`src/rtl/tsd_pkg.sv`:
```
package tsd_pkg;
  localparam logic [7:0]  SYNC_BYTE = 8'h47;
  localparam logic [7:0]  SYNC_INV  = 8'hB8;
  // stages 1..15 held in bits 0..14, stage 1 = bit 0
  localparam logic [14:0] PRBS_SEED = 15'h00A9;

  typedef enum logic [1:0] {ST_HUNT, ST_CHECK, ST_LOCK} align_e;

  typedef struct packed {
    logic [14:0] st;
    logic [7:0]  mask;
  } prbs_out_t;

  function automatic prbs_out_t prbs_step8(input logic [14:0] s);
    prbs_out_t r;
    logic fb;
    r.st   = s;
    r.mask = '0;
    for (int b = 7; b >= 0; b--) begin
      fb        = r.st[13] ^ r.st[14];
      r.st      = {r.st[13:0], fb};
      r.mask[b] = fb;
    end
    return r;
  endfunction
endpackage

```
`src/rtl/tsd_align.sv`:
```
module tsd_align
  import tsd_pkg::*;
#(
  parameter int PKT_LEN = 204,
  parameter int PAY_LEN = 188,
  parameter int LOCK_N  = 3,
  parameter int LOSS_N  = 3,
  localparam int POS_W  = $clog2(PKT_LEN)
) (
  input  logic             clk,
  input  logic             rst_n,
  input  logic             acc,
  input  logic [7:0]       data,
  output logic             slot_sync,
  output logic             slot_pay,
  output logic             slot_par,
  output logic             drop,
  output logic             aligned,
  output logic             lock,
  output logic [POS_W-1:0] pos
);
  localparam int CNT_MAX = (LOCK_N > LOSS_N) ? LOCK_N : LOSS_N;
  localparam int CNT_W   = $clog2(CNT_MAX + 1);
  localparam logic [POS_W-1:0] POS_LAST = POS_W'(PKT_LEN - 1);
  localparam logic [POS_W-1:0] POS_PAY  = POS_W'(PAY_LEN);
  localparam logic [CNT_W-1:0] LOCK_TOP = CNT_W'(LOCK_N - 1);
  localparam logic [CNT_W-1:0] LOSS_TOP = CNT_W'(LOSS_N - 1);

  align_e           st;
  logic [CNT_W-1:0] hits, miss;
  logic             is_sync, at_zero;
  logic [POS_W-1:0] pos_nx;

  always_comb begin
    is_sync   = (data == SYNC_BYTE) || (data == SYNC_INV);
    aligned   = (st != ST_HUNT);
    lock      = (st == ST_LOCK);
    at_zero   = (pos == '0);
    slot_sync = aligned ? at_zero : is_sync;
    slot_pay  = aligned && !at_zero && (pos < POS_PAY);
    slot_par  = aligned && (pos >= POS_PAY);
    drop      = aligned && at_zero && !is_sync &&
                ((st == ST_CHECK) || (miss == LOSS_TOP));
    pos_nx    = (pos == POS_LAST) ? '0 : pos + 1'b1;
  end

  always_ff @(posedge clk) begin
    if (!rst_n) begin
      st   <= ST_HUNT;
      hits <= '0;
      miss <= '0;
      pos  <= '0;
    end else if (acc) begin
      unique case (st)
        ST_HUNT: if (is_sync) begin
          st   <= ST_CHECK;
          hits <= CNT_W'(1);
          pos  <= POS_W'(1);
        end
        ST_CHECK: begin
          pos <= pos_nx;
          if (at_zero) begin
            if (!is_sync) st <= ST_HUNT;
            else if (hits == LOCK_TOP) begin
              st   <= ST_LOCK;
              miss <= '0;
            end else hits <= hits + 1'b1;
          end
        end
        default: begin
          pos <= pos_nx;
          if (at_zero) begin
            if (is_sync) miss <= '0;
            else if (miss == LOSS_TOP) st <= ST_HUNT;
            else miss <= miss + 1'b1;
          end
        end
      endcase
    end
  end

  a_r4_lock_entry: assert property (@(posedge clk) disable iff (!rst_n)
    $rose(lock) |-> ($past(st) == ST_CHECK) && ($past(hits) == LOCK_TOP));
  a_r5_lock_exit: assert property (@(posedge clk) disable iff (!rst_n)
    $fell(lock) |-> ($past(miss) == LOSS_TOP) && $past(acc));
endmodule

```
`src/rtl/tsd_phase.sv`:
```
module tsd_phase
  import tsd_pkg::*;
#(
  parameter int GRP_N = 8
) (
  input  logic clk,
  input  logic rst_n,
  input  logic acc,
  input  logic slot_sync,
  input  logic drop,
  input  logic is_inv,
  output logic reseed,
  output logic adv_sync,
  output logic have_phase,
  output logic rsync
);
  localparam int IDX_W = (GRP_N > 1) ? $clog2(GRP_N) : 1;
  localparam logic [IDX_W-1:0] IDX_LAST = IDX_W'(GRP_N - 1);

  logic [IDX_W-1:0] pidx;
  logic             due, take;

  always_comb begin
    due      = have_phase && (pidx == IDX_LAST);
    take     = acc && slot_sync && !drop;
    reseed   = take && (is_inv || due);
    adv_sync = take && have_phase && !reseed;
  end

  always_ff @(posedge clk) begin
    if (!rst_n) begin
      pidx       <= '0;
      have_phase <= 1'b0;
      rsync      <= 1'b0;
    end else if (acc && drop) begin
      pidx       <= '0;
      have_phase <= 1'b0;
      rsync      <= 1'b0;
    end else if (reseed) begin
      pidx       <= '0;
      have_phase <= 1'b1;
      rsync      <= is_inv && due;
    end else if (adv_sync) begin
      pidx <= pidx + 1'b1;
    end
  end

  a_r9_rsync_rise: assert property (@(posedge clk) disable iff (!rst_n)
    $rose(rsync) |-> $past(acc) && $past(is_inv));
  a_r11_rsync_needs_phase: assert property (@(posedge clk) disable iff (!rst_n)
    rsync |-> have_phase);
endmodule

```
`src/rtl/tsd_prbs.sv`:
```
module tsd_prbs
  import tsd_pkg::*;
(
  input  logic        clk,
  input  logic        rst_n,
  input  logic        load,
  input  logic        adv,
  output logic [7:0]  mask,
  output logic [14:0] state
);
  prbs_out_t nx;

  always_comb begin
    nx   = prbs_step8(state);
    mask = nx.mask;
  end

  always_ff @(posedge clk) begin
    if (!rst_n)    state <= PRBS_SEED;
    else if (load) state <= PRBS_SEED;
    else if (adv)  state <= nx.st;
  end
endmodule

```
`src/rtl/tsd_top.sv`:
```
module tsd_top
  import tsd_pkg::*;
#(
  parameter int PKT_LEN = 204,
  parameter int PAY_LEN = 188,
  parameter int LOCK_N  = 3,
  parameter int LOSS_N  = 3,
  parameter int GRP_N   = 8
) (
  input  logic       clk,
  input  logic       rst_n,
  input  logic       in_valid,
  output logic       in_ready,
  input  logic [7:0] in_data,
  output logic       out_valid,
  input  logic       out_ready,
  output logic [7:0] out_data,
  output logic       out_pktclk,
  output logic       pkt_lock,
  output logic       scr_sync
);
  localparam int POS_W = $clog2(PKT_LEN);

  logic             acc, slot_sync, slot_pay, slot_par, drop, aligned, lock;
  logic [POS_W-1:0] pos;
  logic             reseed, adv_sync, have_phase, rsync, is_inv, scr_en;
  logic [7:0]       mask;
  logic [14:0]      prbs_st;

  assign in_ready = !out_valid || out_ready;
  assign acc      = in_valid && in_ready;
  assign is_inv   = (in_data == SYNC_INV);
  assign scr_en   = slot_pay && have_phase;
  assign pkt_lock = lock;
  assign scr_sync = rsync;

  tsd_align #(.PKT_LEN(PKT_LEN), .PAY_LEN(PAY_LEN), .LOCK_N(LOCK_N), .LOSS_N(LOSS_N))
  u_align (
    .clk(clk), .rst_n(rst_n), .acc(acc), .data(in_data),
    .slot_sync(slot_sync), .slot_pay(slot_pay), .slot_par(slot_par),
    .drop(drop), .aligned(aligned), .lock(lock), .pos(pos)
  );

  tsd_phase #(.GRP_N(GRP_N)) u_phase (
    .clk(clk), .rst_n(rst_n), .acc(acc), .slot_sync(slot_sync), .drop(drop),
    .is_inv(is_inv), .reseed(reseed), .adv_sync(adv_sync),
    .have_phase(have_phase), .rsync(rsync)
  );

  tsd_prbs u_prbs (
    .clk(clk), .rst_n(rst_n), .load(reseed),
    .adv((acc && scr_en) || adv_sync), .mask(mask), .state(prbs_st)
  );

  always_ff @(posedge clk) begin
    if (!rst_n) begin
      out_valid  <= 1'b0;
      out_data   <= '0;
      out_pktclk <= 1'b0;
    end else if (acc) begin
      out_valid  <= 1'b1;
      out_data   <= in_data ^ (scr_en ? mask : 8'h00);
      out_pktclk <= slot_sync || slot_pay;
    end else if (out_ready) begin
      out_valid  <= 1'b0;
    end
  end

  a_r2_hold: assert property (@(posedge clk) disable iff (!rst_n)
    out_valid && !out_ready |=> out_valid && $stable(out_data) && $stable(out_pktclk));
  a_r8_reseed_loads: assert property (@(posedge clk) disable iff (!rst_n)
    reseed |=> prbs_st == PRBS_SEED);
  a_r7_parity_hold: assert property (@(posedge clk) disable iff (!rst_n)
    acc && slot_par |=> $stable(prbs_st));
  a_r11_rsync_aligned: assert property (@(posedge clk) disable iff (!rst_n)
    rsync |-> aligned);
endmodule

```
`config.mk`:
```
export PLATFORM = sky130hd
export DESIGN_NAME = tsd_top
export DESIGN_NICKNAME = d
export VERILOG_FILES = /design/src/rtl/tsd_pkg.sv /design/src/rtl/tsd_align.sv /design/src/rtl/tsd_phase.sv /design/src/rtl/tsd_prbs.sv /design/src/rtl/tsd_top.sv
export SDC_FILE = /design/constraint.sdc
export NUM_CORES = 1
export LEC_CHECK = 0
export CORE_MARGIN = 5
export CORE_UTILIZATION = 35
export DETAILED_ROUTE_END_ITERATION = 16
export MAX_ROUTING_LAYER = met4
export SLEW_MARGIN = 40
export SYNTH_ARGS = -nofsm -noshare
export SYNTH_HDL_FRONTEND = slang
export SYNTH_SLANG_ARGS = --single-unit
```
`constraint.sdc`:
```
create_clock -name clk -period 1.76 [get_ports clk]
set_input_delay 0.352 -clock clk [delete_from_list [all_inputs] [get_ports clk]]
set_output_delay 0.352 -clock clk [all_outputs]
set_load 0.1 [all_outputs]
```
==> flow_metrics.tcl <==
set metrics [dict create \
    outcome "complete, but fails checks" \
    failed_checks "negative setup slack" \
    routabilityCongestion 0.816 \
    p_per_area_mw_per_mm2 586 \
    num_antenna_cells 0 \
    cap_violations 0 \
    crit_arrival_ns 2.08 \
    die_x_um 91.5 \
    cts_buffers 5 \
    rows 29 \
    p_int_mw 1.46 \
    crit_fanout 15 \
    p_sw_mw 0.561 \
    antenna_found_initial 0 \
    overflow 0 \
    seq_power_share_pct 50.8 \
    firstDrtPassIters 4 \
    synth_common_cells "dfxtp_1, a21oi_1, o21ai_0, nand2_1, xor2_1" \
    ctsHoldBuffers 0 \
    max_slew_margin_pct 73.4 \
    io_pins 25 \
    syn_inst 272 \
    grt_pass1_wl_mm 9.98 \
    cp.required_ns 1.94 \
    dr_wl_met3_um 137 \
    clock_sinks 44 \
    netlist_area_mm2 0.00232 \
    finalSetupViolations 20 \
    htreeDepth 2 \
    yosys_register_bits 44 \
    setup_slack_ns -0.140 \
    yosysWarnings 0 \
    area_growth_pct 48.5 \
    yosysMostFrequentCell "dfxtp_1" \
    die_area_mm2 0.00837 \
    fp.dieH_um 91.5 \
    nets 365 \
    place_hpwl_mm 4.30 \
    fmax_mhz 526 \
    holdWs_ns 0.464 \
    p_sw_share_pct 27.7 \
    clock_path_buffers 2 \
    crit_path_end_kind "flip-flop" \
    cts_tree "done" \
    hold_violations 0 \
    syn_nets 290 \
    route.vias.total 2199 \
    synthTopCellsByArea "dfxtp_1, xor2_1, a21oi_1" \
    wirelength_mm 5.98 \
    wl_met2_mm 3.05 \
    p_leak_nw 1.37 \
    fillCellCount 583 \
    grt_max_degree 20 \
    final.period_utilization_pct 108 \
    seq_area_frac_synth_pct 37.9 \
    wire_per_inst_um 14.1 \
    min_path_type "flip-flop to flip-flop" \
    initial_core_util_pct 36.4 \
    synth_area_leader_cell "dfxtp_1" \
    insertion_delay_ns 0.30 \
    clk_pin_slew_worst_paths_ns 0.08 \
    ant_nets 0 \
    drc 0 \
    coreArea_mm2 0.00639 \
    grt_pass1_vias 2181 \
    place_ws_ns -0.676 \
    drt_iter0_markers 72 \
    viasPerCell 5.17 \
    synthFlopType "dfxtp_1" \
    slew_violations 0 \
    skew_ns 0.00678 \
    peakVddDrop_v 0.000441 \
    top_layer_used "met4" \
    drive_gt1_share_pct 39.9 \
    track_usage_pct 14.9 \
    layout.cells.non_filler 425 \
    yosysTopAreaCellShare_pct 37.9 \
    synthArstFlopShare_pct 0 \
    root_buffer "clkbuf_8" \
    start_kind "flip-flop" \
    crit_type "flip-flop to flip-flop" \
    fin_crit_ns 1.90 \
    final_core_util_pct 54.0 \
    p_clk_share_pct 32.1 \
    syn_area_per_cell_um2 8.54 \
    p_comb_share_pct 17.1 \
    worst_slew_pin_slew_ns 0.398 \
    rsz0062_at_grt "true" \
    wl_met1_mm 2.69 \
    numPortBuffers 24 \
    placedCellCount 408 \
    synth.distinct_cells 50 \
    synth_enable_flop_cells 0 \
]
routing by layer:
metal / up-vias / track usage (%)
met2: 36 / 24.2
met4: 0 / 5.13
li1: 1119 / -
met1: 1035 / 18.5
met3: 9 / 2.73
met5: - / -
registers in the layout, summed over array words and instances (netlist names):
register and flops:
u_prbs.state 15, out_data 8, u_align.pos 8, u_phase.pidx 3
u_align.hits 2, u_align.miss 2, u_align.st 2, out_pktclk 1
out_valid 1, u_phase.have_phase 1, u_phase.rsync 1
through the flow:
stage	area [um^2]	total power [mW]	TNS, ns
after floorplan	2380	1.23	-1.25
after global routing	3450	2.11	-5.55
after global placement	3090	1.39	-19.24
after detailed placement	3090	1.39	-20.93
final	3450	2.02	-1.81
after CTS	3340	2.05	-1.63
layout by cell type (no fill, tap or decap), drive strengths merged, types with 10 or more instances in the layout:
cell / count
nor2: 20
nand2: 25
xor2: 21
nand3: 10
dfxtp: 44
buf: 75
nor3: 17
o21ai: 28
a21oi: 32
path summary, 6_finish.rpt:
check,startpoint,end,slack (ns),cells past startpoint
hold reg to reg,u_align.miss[1],u_align.miss[1],0.46,2
setup / recovery,u_align.pos[0],u_prbs.state[0],-0.14,9
setup reg to reg,u_align.pos[0],u_prbs.state[0],-0.14,9
hold / removal,u_align.miss[1],u_align.miss[1],0.46,2
power by group through the flow:
stage,Sequential [mW],Clock [mW],Combinational [mW]
after global routing,1.03,0.721,0.362
after floorplan,1.16,0,0.0702
after global placement,1.05,0,0.337
final,1.03,0.649,0.347
after detailed placement,1.05,0,0.337
after CTS,1.03,0.679,0.341
cells by family after synthesis:
logic type | after synthesis | synth area share (%)
compound gates | 78 | 21.1
simple gates | 102 | 24.3
buf+inv | 19 | 4.68
fa+ha+maj | 6 | 3.23
flops | 44 | 37.9
xor+xnor | 21 | 7.92
mux | 2 | 0.862
critical path, cell delays in order, from the launching register on:
cell and delay, ns:
dfxtp_2 0.33, inv_2 0.07, ha_4 0.13, nor4b_4 0.20, nand2_2 0.17, o31ai_4 0.30, o211ai_1 0.17, buf_6 0.20
a21oi_1 0.14, o21ai_0 0.08
timing repair:
action / in CTS / in global routing
pin swaps: 13 / 11
resized for setup: 62 / 30
setup buffers: 8 / 1
setup endpoints to repair: 44 / 37
cell type report:
cell class,count,area [um^2],share of cell area [%]
clock buffers,6,82.6,2.39
clock inverters,2,10.0,0.290
inverters,7,26.3,0.761
multi-input cells,209,1540,44.6
flip-flops and latches,44,887,25.7
well taps,77,96.3,2.79
repair buffers,80,810,23.5
Power figures use the tool's default switching activity.
